### config.mk
export PLATFORM = sky130hd
export DESIGN_NAME = ecc_diag_port
export DESIGN_NICKNAME = d
export VERILOG_FILES = /design/src/rtl/ediag_pkg.sv /design/src/rtl/ediag_align.sv /design/src/rtl/ediag_status.sv /design/src/rtl/ediag_ctrl.sv /design/src/rtl/ecc_diag_port.sv
export SDC_FILE = /design/constraint.sdc
export NUM_CORES = 1
export LEC_CHECK = 0
export BUFFER_PORTS_ARGS = -buffer_cell sky130_fd_sc_hd__buf_4
export CORE_UTILIZATION = 54
export CTS_CLUSTER_SIZE = 25
export DETAILED_ROUTE_END_ITERATION = 8
export PLACE_DENSITY_LB_ADDON = 0.2
export SKIP_LAST_GASP = 1
export SYNTH_ARGS = -nofsm -noshare
export SYNTH_HDL_FRONTEND = slang
export SYNTH_SLANG_ARGS = --single-unit
### constraint.sdc
create_clock -name clk -period 3.7 [get_ports clk]
set_clock_uncertainty 0.05 [all_clocks]
set_input_delay 0.74 -clock clk [delete_from_list [all_inputs] [get_ports clk]]
set_output_delay 0.74 -clock clk [all_outputs]
set_load 0.005 [all_outputs]
### src/rtl/ediag_pkg.sv
package ediag_pkg;

    typedef enum logic [1:0] {
        SEL_ADDR = 2'd0,
        SEL_CHK  = 2'd1,
        SEL_DATA = 2'd2,
        SEL_STAT = 2'd3
    } reg_sel_e;

    typedef enum logic [1:0] {
        ST_IDLE,
        ST_MEM,
        ST_DONE
    } fsm_e;

    typedef struct packed {
        logic we;
        logic chk;
    } mem_op_t;

    localparam int STAT_MASK_LSB = 8;

endpackage

### src/rtl/ediag_align.sv
module ediag_align #(
    parameter int ADDR_W     = 32,
    parameter int CHK_SHIFT  = 3,
    parameter int DATA_SHIFT = 2
) (
    input  logic [ADDR_W-1:0] addr,
    input  logic              chk,
    output logic [ADDR_W-1:0] aligned
);
    localparam int MAX_SHIFT = (CHK_SHIFT > DATA_SHIFT) ? CHK_SHIFT : DATA_SHIFT;

    always_comb begin
        aligned = addr;
        for (int i = 0; i < MAX_SHIFT; i++) begin
            if (chk ? (i < CHK_SHIFT) : (i < DATA_SHIFT)) aligned[i] = 1'b0;
        end
    end
endmodule

### src/rtl/ediag_status.sv
module ediag_status
    import ediag_pkg::*;
#(
    parameter int LANES  = 8,
    parameter int DATA_W = 32
) (
    input  logic              clk,
    input  logic              rst,
    input  logic              upd,
    input  logic [LANES-1:0]  lanes,
    input  logic              uerr,
    output logic [DATA_W-1:0] word
);
    logic             corr_q;
    logic             unc_q;
    logic [LANES-1:0] mask_q;

    always_ff @(posedge clk) begin
        if (rst) begin
            corr_q <= 1'b0;
            unc_q  <= 1'b0;
            mask_q <= '0;
        end else if (upd) begin
            unc_q  <= uerr;
            corr_q <= (|lanes) & ~uerr;
            mask_q <= uerr ? '0 : lanes;
        end
    end

    always_comb begin
        word = '0;
        word[0] = corr_q;
        word[1] = unc_q;
        word[STAT_MASK_LSB +: LANES] = mask_q;
    end

    // status holds unless a data read completes
    a_r10_status_hold: assert property (@(posedge clk) disable iff (rst)
        !upd |=> $stable(word));
endmodule

### src/rtl/ediag_ctrl.sv
module ediag_ctrl
    import ediag_pkg::*;
#(
    parameter int ADDR_W = 32,
    parameter int DATA_W = 32,
    parameter int CB_W   = 16
) (
    input  logic              clk,
    input  logic              rst,
    input  logic              req,
    input  logic              we,
    input  logic [1:0]        sel,
    input  logic [DATA_W-1:0] wdata,
    output logic [DATA_W-1:0] rdata,
    output logic              ready,
    input  logic [DATA_W-1:0] stat_word,
    output logic              stat_upd,
    output logic [ADDR_W-1:0] addr_q,
    output logic              mem_req,
    output logic              mem_we,
    output logic              mem_chk,
    output logic [DATA_W-1:0] mem_wdata,
    input  logic [DATA_W-1:0] mem_rdata,
    input  logic              mem_ack
);
    localparam logic [DATA_W-1:0] CB_MASK = {{(DATA_W-CB_W){1'b0}}, {CB_W{1'b1}}};

    fsm_e     state;
    mem_op_t  op;
    reg_sel_e sel_e;

    assign sel_e    = reg_sel_e'(sel);
    assign ready    = (state == ST_DONE);
    assign mem_we   = op.we;
    assign mem_chk  = op.chk;
    assign stat_upd = (state == ST_MEM) && mem_ack && !op.we && !op.chk;

    always_ff @(posedge clk) begin
        if (rst) begin
            state     <= ST_IDLE;
            op        <= '0;
            addr_q    <= '0;
            rdata     <= '0;
            mem_req   <= 1'b0;
            mem_wdata <= '0;
        end else begin
            case (state)
                ST_IDLE: if (req) begin
                    case (sel_e)
                        SEL_ADDR: begin
                            if (we) addr_q <= wdata[ADDR_W-1:0];
                            rdata <= we ? '0 : DATA_W'(addr_q);
                            state <= ST_DONE;
                        end
                        SEL_STAT: begin
                            rdata <= we ? '0 : stat_word;
                            state <= ST_DONE;
                        end
                        default: begin
                            op.we     <= we;
                            op.chk    <= (sel_e == SEL_CHK);
                            mem_wdata <= (sel_e == SEL_CHK) ? (wdata & CB_MASK) : wdata;
                            mem_req   <= 1'b1;
                            state     <= ST_MEM;
                        end
                    endcase
                end
                ST_MEM: if (mem_ack) begin
                    mem_req <= 1'b0;
                    rdata   <= op.we ? '0 : (op.chk ? (mem_rdata & CB_MASK) : mem_rdata);
                    state   <= ST_DONE;
                end
                default: state <= ST_IDLE;
            endcase
        end
    end

    // bus stays stalled while the memory access is outstanding
    a_r5_stall_while_busy: assert property (@(posedge clk) disable iff (rst)
        mem_req |-> !ready);
    // completion is a single-cycle pulse
    a_r2_ready_pulse: assert property (@(posedge clk) disable iff (rst)
        ready |=> !ready);
    // request and write data held until acknowledge
    a_r7_req_hold: assert property (@(posedge clk) disable iff (rst)
        (mem_req && !mem_ack) |=> (mem_req && $stable(mem_wdata) && $stable(mem_we)));
endmodule

### src/rtl/ecc_diag_port.sv
module ecc_diag_port
    import ediag_pkg::*;
#(
    parameter int ADDR_W      = 32,
    parameter int DATA_W      = 32,
    parameter int CB_W        = 16,
    parameter int LANES       = 8,
    parameter int WORD_BYTES  = 8,
    parameter int DWORD_BYTES = 4
) (
    input  logic              clk,
    input  logic              rst,
    input  logic              reg_req,
    input  logic              reg_we,
    input  logic [1:0]        reg_sel,
    input  logic [DATA_W-1:0] reg_wdata,
    output logic [DATA_W-1:0] reg_rdata,
    output logic              reg_ready,
    output logic              mem_req,
    output logic              mem_we,
    output logic              mem_chk,
    output logic [ADDR_W-1:0] mem_addr,
    output logic [DATA_W-1:0] mem_wdata,
    input  logic [DATA_W-1:0] mem_rdata,
    input  logic              mem_ack,
    input  logic [LANES-1:0]  mem_cerr,
    input  logic              mem_uerr
);
    localparam int CHK_SHIFT  = $clog2(WORD_BYTES);
    localparam int DATA_SHIFT = $clog2(DWORD_BYTES);
    localparam logic [ADDR_W-1:0] CHK_LOW  = ADDR_W'((1 << CHK_SHIFT) - 1);
    localparam logic [ADDR_W-1:0] DATA_LOW = ADDR_W'((1 << DATA_SHIFT) - 1);

    logic [DATA_W-1:0] stat_word;
    logic              stat_upd;
    logic [ADDR_W-1:0] addr_q;

    ediag_ctrl #(.ADDR_W(ADDR_W), .DATA_W(DATA_W), .CB_W(CB_W)) u_ctrl (
        .clk(clk), .rst(rst), .req(reg_req), .we(reg_we), .sel(reg_sel),
        .wdata(reg_wdata), .rdata(reg_rdata), .ready(reg_ready),
        .stat_word(stat_word), .stat_upd(stat_upd), .addr_q(addr_q),
        .mem_req(mem_req), .mem_we(mem_we), .mem_chk(mem_chk),
        .mem_wdata(mem_wdata), .mem_rdata(mem_rdata), .mem_ack(mem_ack)
    );

    ediag_align #(.ADDR_W(ADDR_W), .CHK_SHIFT(CHK_SHIFT), .DATA_SHIFT(DATA_SHIFT)) u_align (
        .addr(addr_q), .chk(mem_chk), .aligned(mem_addr)
    );

    ediag_status #(.LANES(LANES), .DATA_W(DATA_W)) u_status (
        .clk(clk), .rst(rst), .upd(stat_upd), .lanes(mem_cerr),
        .uerr(mem_uerr), .word(stat_word)
    );

    // check-bit accesses land on a 64-bit boundary
    a_r3_chk_aligned: assert property (@(posedge clk) disable iff (rst)
        (mem_req && mem_chk) |-> ((mem_addr & CHK_LOW) == '0));
    // data accesses land on a 32-bit boundary
    a_r4_data_aligned: assert property (@(posedge clk) disable iff (rst)
        (mem_req && !mem_chk) |-> ((mem_addr & DATA_LOW) == '0));
endmodule

# Yosys cells after proc, flatten, opt, wreduce, memory -nomap -nowiden
# Index checks and enable logic that the tools add are counted.
# word_totals
ff_bits	111
latch_bits	0
ram_bits	0
rom_bits	0
out_inout_bits	100
word_cells	56
n_memories	0
# classes
n_addsub	0
multipliers	0
div_mod_pow	0
order_cmp	0
n_eq_ne	8
n_shift	0
muxes	20
bitwise_logic	3
reduce_logical	15
# ops
op	n
$mux W32	6
$pmux W32 S2	2
$mux W16	1
$reduce_and A4 Y1	3
$mux W8	1
$reduce_or A8 Y1	1
$mux W2	3
$ne A2 B2 Y1 const B	3
$mux W1	5
$eq A2 B1 Y1 const B	2
$eq A2 B2 Y1 const B	2
$logic_not A2 Y1	2
$pmux W2 S2	1
$logic_and A1 B1 Y1	3
$ne A3 B3 Y1 const B	1
$reduce_and A3 Y1	1
$logic_not A1 Y1	2
$not A1 Y1	2
$pmux W1 S2	1
$reduce_and A2 Y1	1
$reduce_bool A2 Y1	1
$reduce_or A2 Y1	1
$and A1 B1 Y1	1

# Depth between registers and ports, before layout
# logic_depth
word_depth	5
ltp_mapped	7
mapped_depth_nobuf	5

# Modules after synthesis
# From an unflattened synthesis, not the netlist that was laid out.
# hier_totals
hier_cells	674
hier_area_um2	5371.4
# by_module_without_submodules
module	n_inst	cells_each	area_each_um2
ediag_ctrl	1	571	4548.1
ediag_status	1	70	573.0
ediag_align	1	33	250.2

# Worst setup path before layout
# No wires, ideal clock.
# synth_path
path_type	input port to flip-flop
startpoint	input reg_sel[0]
endpoint	register u_ctrl.rdata[17]
setup_time_ps	79
t_arrival_ps	1980
required_ps	3571
setup_slack_ps	1590
path_stages	6
path_cell_list	inv_1 ha_1 nor4b_4 clkbuf_1 nor3_1 a211oi_2
# synth_between
elab_chain_cells	4
word_cells_on_any_way	7
cone_classes	2 x eq/ne; 3 x mux; 2 x reduce/logical
# synth_rtl
element	line_no	source
start, declared	ecc_diag_port.sv:15	input logic [1:0] reg_sel,
$eq A2 B2 Y1 / $logic_not A2 Y1 (equally long branches)	ediag_ctrl.sv:49	case (sel_e)
$pmux W32 S2	ediag_ctrl.sv:49	
$mux W32	ediag_ctrl.sv:48	ST_IDLE: if (req) begin
$pmux W32 S2	ediag_ctrl.sv:47	case (state)
end signal, assigned	ediag_ctrl.sv:52	rdata <= we ? '0 : DATA_W'(addr_q);
end signal, assigned	ediag_ctrl.sv:56	rdata <= we ? '0 : stat_word;
end signal, assigned	ediag_ctrl.sv:70	rdata <= op.we ? '0 : (op.chk ? (mem_rdata & CB_MASK) : mem_rdata);
end, declared	ediag_ctrl.sv:14	output logic [DATA_W-1:0] rdata,
# Several ways; a longest one is shown, not always the timed one. The select of a mux whose other input is x is not followed.
# A chain may end at the register's enable or synchronous reset.

# Worst setup path after layout
# layout_path
startpoint	register u_ctrl.state[1]
endpoint	register u_ctrl.rdata[24]
# layout_between
elab_chain_cells	3
word_cells_on_any_way	8
cone_classes	4 x eq/ne; 1 x mux; 3 x reduce/logical
# layout_rtl
element	line_no	source
start, declared	ediag_ctrl.sv:28	fsm_e state;
start signal, assigned	ediag_ctrl.sv:40	state <= ST_IDLE;
start signal, assigned	ediag_ctrl.sv:53	state <= ST_DONE;
start signal, assigned	ediag_ctrl.sv:57	state <= ST_DONE;
$eq A2 B1 Y1 / $logic_not A2 Y1 (equally long branches)	ediag_ctrl.sv:47	
$ne A2 B2 Y1 (no source line) (tied with other cells)	n/a	
$reduce_and A4 Y1 (no source line)	n/a	
# Several ways; a longest one is shown, not always the timed one.

==> results.ini <==
[detailed_routing]
drt_pass1_iterations=7
drt_iter0_drc=223
drt-vias-per-instance=5.99
detail_route.wirelength_um=13900
number_of_drc_violations_after_detailed_routing=11
vias=4725
detail_route.wl_per_cell_um=17.7
ant_nets=0

[setup_path]
cpLargestDelayFamily=simple AND/OR/NAND/NOR gates
cp-start-kind=flip-flop
rr_startpoint=u_ctrl.state[1]$_SDFFE_PP0P_
path_cells=nand2b_1 > a32oi_1 > a211oi_1
crit_path_max_fanout=32
worst_path_max_delay_cell=sky130_fd_sc_hd__nand2b_1
criticalPathCategory=reg2reg
cp-end-kind=flip-flop
crit_arrival_ns=2.65
crit_start=u_ctrl.state[1]$_SDFFE_PP0P_
worst_path_largest_cell_delay_ns=0.97
cp.buffers_inverters=0
cp_data_required_time_ns=3.92

[yosys]
synthesis_warning_total=0
synthFlopType=sky130_fd_sc_hd__dfxtp_1
synth_cell_type_count=37
synth-async-reset-ratio_pct=0
postSynthRegisterBits=111
synth_seq_area_share_pct=44.6
mappedNetlistArea_um2=4980
synthCells=569
synthesis.area_per_instance_um2=8.75
synth_edf_count=0

[grt]
grt_antenna_before_repair=0
track_usage_pct=28.5
grt_pass1_vias=4252
grt_start_max_net_pins=112
leftover_overflow_at_the_end_of_global_routing=0
grt_first_pass_wirelength_um=21900

[power_and_ir_drop]
leakagePower_nw=2.41
seq_power_share_pct=52.6
netSwitchingPower_mw=0.730
power.internal_mw=1.77
switching_share_pct=29.1
vdd_ir_drop_max_v=0.000204
p_per_area_nw_per_um2=404
combinationalPowerShare_pct=18.8
power.clock.fraction_pct=28.6
total_power_mw=2.50

[clocking]
clkSlewWorstSetupHoldPaths_ns=0.11
ctsHtreeMaxLevel=3
clockRootBuffer=sky130_fd_sc_hd__clkbuf_8
cts_made_buffers=9
clock_latency_ns=0.38
postCtsHoldBufs=0
post_cts_buffers=0
cts_tree=yes
cts.path.max_buffers=2
post_cts_resize_count=0
cts.sinks=111

[floorplan]
die_height_um=98.0
io-pin-count=180
initial_core_util_pct=56.6
placement_rows=34
floorplan.die.width_um=98.0
die_area_um2=9610
floorplan_core_area_um2=8810

[worst_hold_path]
min-delay-path-class=reg2reg
timing.hold.worst.start=u_ctrl.mem_wdata[15]$_SDFFE_PP0P_

[place]
io_buffers=177
placer_congestion_estimate=0.895
dpl.cell_count=773
dpl.hpwl_um=9610

[sta]
shortest_period_the_worst_path_allows_ns=2.44
finalHoldViolCount=0
setup_viol_count_final=0
timing.fmax_mhz=410
post-route-period-util_pct=65.9
worst_hold_slack_ns=0.415
rsz0062_at_grt=no
max_slew_margin_pct=19.8
actual_transition_at_the_worst_max_transition_pin_ns=1.20
final_max_slew_viol_count=0
setup-tns-final_ns=0

[layout]
mostFrequentLayoutCells=sky130_fd_sc_hd__buf_4, sky130_fd_sc_hd__dfxtp_1, sky130_fd_sc_hd__a21oi_1, sky130_fd_sc_hd__nand2_1, sky130_fd_sc_hd__o21ai_0
area_growth_syn_to_layout_pct=24.5
fin_util_pct=70.4
drive_gt1_share_pct=32.0
nets=760
diodes=0
layout.cells.non_filler=789
most_common_cell_after_layout_fill_and_taps_aside=sky130_fd_sc_hd__buf_4
fillCellCount=737

[outcome]
status=complete, but fails checks
failed_checks=DRC

[run]
max_cap_viol=0

==> power by group through the flow <==
| stage | clock, mW | combinational (mW) | sequential (mW) |
|---|---|---|---|
| global placement | 0 | 0.457 | 1.34 |
| CTS | 0.735 | 0.468 | 1.32 |
| floorplan | 0 | 0.262 | 1.33 |
| global route | 0.786 | 0.509 | 1.33 |
| finish | 0.717 | 0.470 | 1.32 |
| detailed placement | 0 | 0.467 | 1.34 |
==> synthesized netlist by cell type, drive strengths merged (8+ instances only) <==
library cell	instances	area [µm²]
nand2	53	199
clkbuf	40	151
a21oi	77	385
nor3	32	160
nand4b	8	70.1
nand3b	16	120
a211oi	33	253
o21ai	43	215
nand3	34	170
dfxtp	111	2220
mux2	10	113
buf	50	372
a32oi	32	280
==> through the flow <==
stage / cell area, µm² / setup WS (ns)
after CTS: 6200 / 1.32
after global routing: 6200 / 1.09
after floorplan: 4980 / 1.59
after global placement: 6010 / 1.19
after detailed placement: 6010 / 1.11
final: 6200 / 1.26
==> logic make-up after synthesis <==
| group | count (synthesis) | share of synthesized area (%) |
|---|---|---|
| compound gates | 187 | 23.1 |
| fa+ha+maj | 4 | 1.01 |
| buf+inv | 95 | 10.9 |
| flops | 111 | 44.6 |
| mux | 10 | 2.26 |
| other cells | 1 | 0.0753 |
| simple gates | 161 | 18.0 |
==> worst reg2reg max path, delay by kind of cell (launching register included) <==
kind	cells	cell delay (ns)
and+or+nand+nor	1	0.97
DFF	1	0.74
AOI/OAI and AO/OA	2	0.58
==> final cells by class <==
type                    instances  area (µm²)  area share (%)
clock inverters                 6        57.6           0.928
repair buffers                185        1390            22.4
clock buffers                  10         138            2.22
flip-flops and latches        111        2220            35.8
well taps                     108         135            2.18
inverters                       5        18.8           0.303
multi-input cells             364        2240            36.1
==> state kept, by name, indices dropped and copies added (netlist names) <==
name	flops
u_ctrl.mem_chk	1
u_ctrl.addr_q	32
u_status.corr_q	1
u_ctrl.mem_wdata	32
u_ctrl.mem_we	1
u_ctrl.mem_req	1
u_status.mask_q	8
u_ctrl.state	2
u_status.unc_q	1
u_ctrl.rdata	32
==> layer usage <==
metal  GRT usage [%]  up-vias  part of all wire [%]
li1                -     2263                     -
met1            41.4     2217                    45
met2            42.3      225                    45
met3            5.80       20                   8.3
met4            8.62        0                   1.6
met5               0        -                     0
==> worst paths after layout <==
check                                                          to  slack [ns]  depth (start not counted)
worst min register to register  u_ctrl.mem_wdata[15]$_SDFFE_PP0P_        0.41                          2
worst max-delay path                u_ctrl.rdata[24]$_SDFFE_PP0P_        1.26                          3
worst min-delay path            u_ctrl.mem_wdata[15]$_SDFFE_PP0P_        0.41                          2
worst max register to register      u_ctrl.rdata[24]$_SDFFE_PP0P_        1.26                          3
Power figures use the tool's default switching activity.
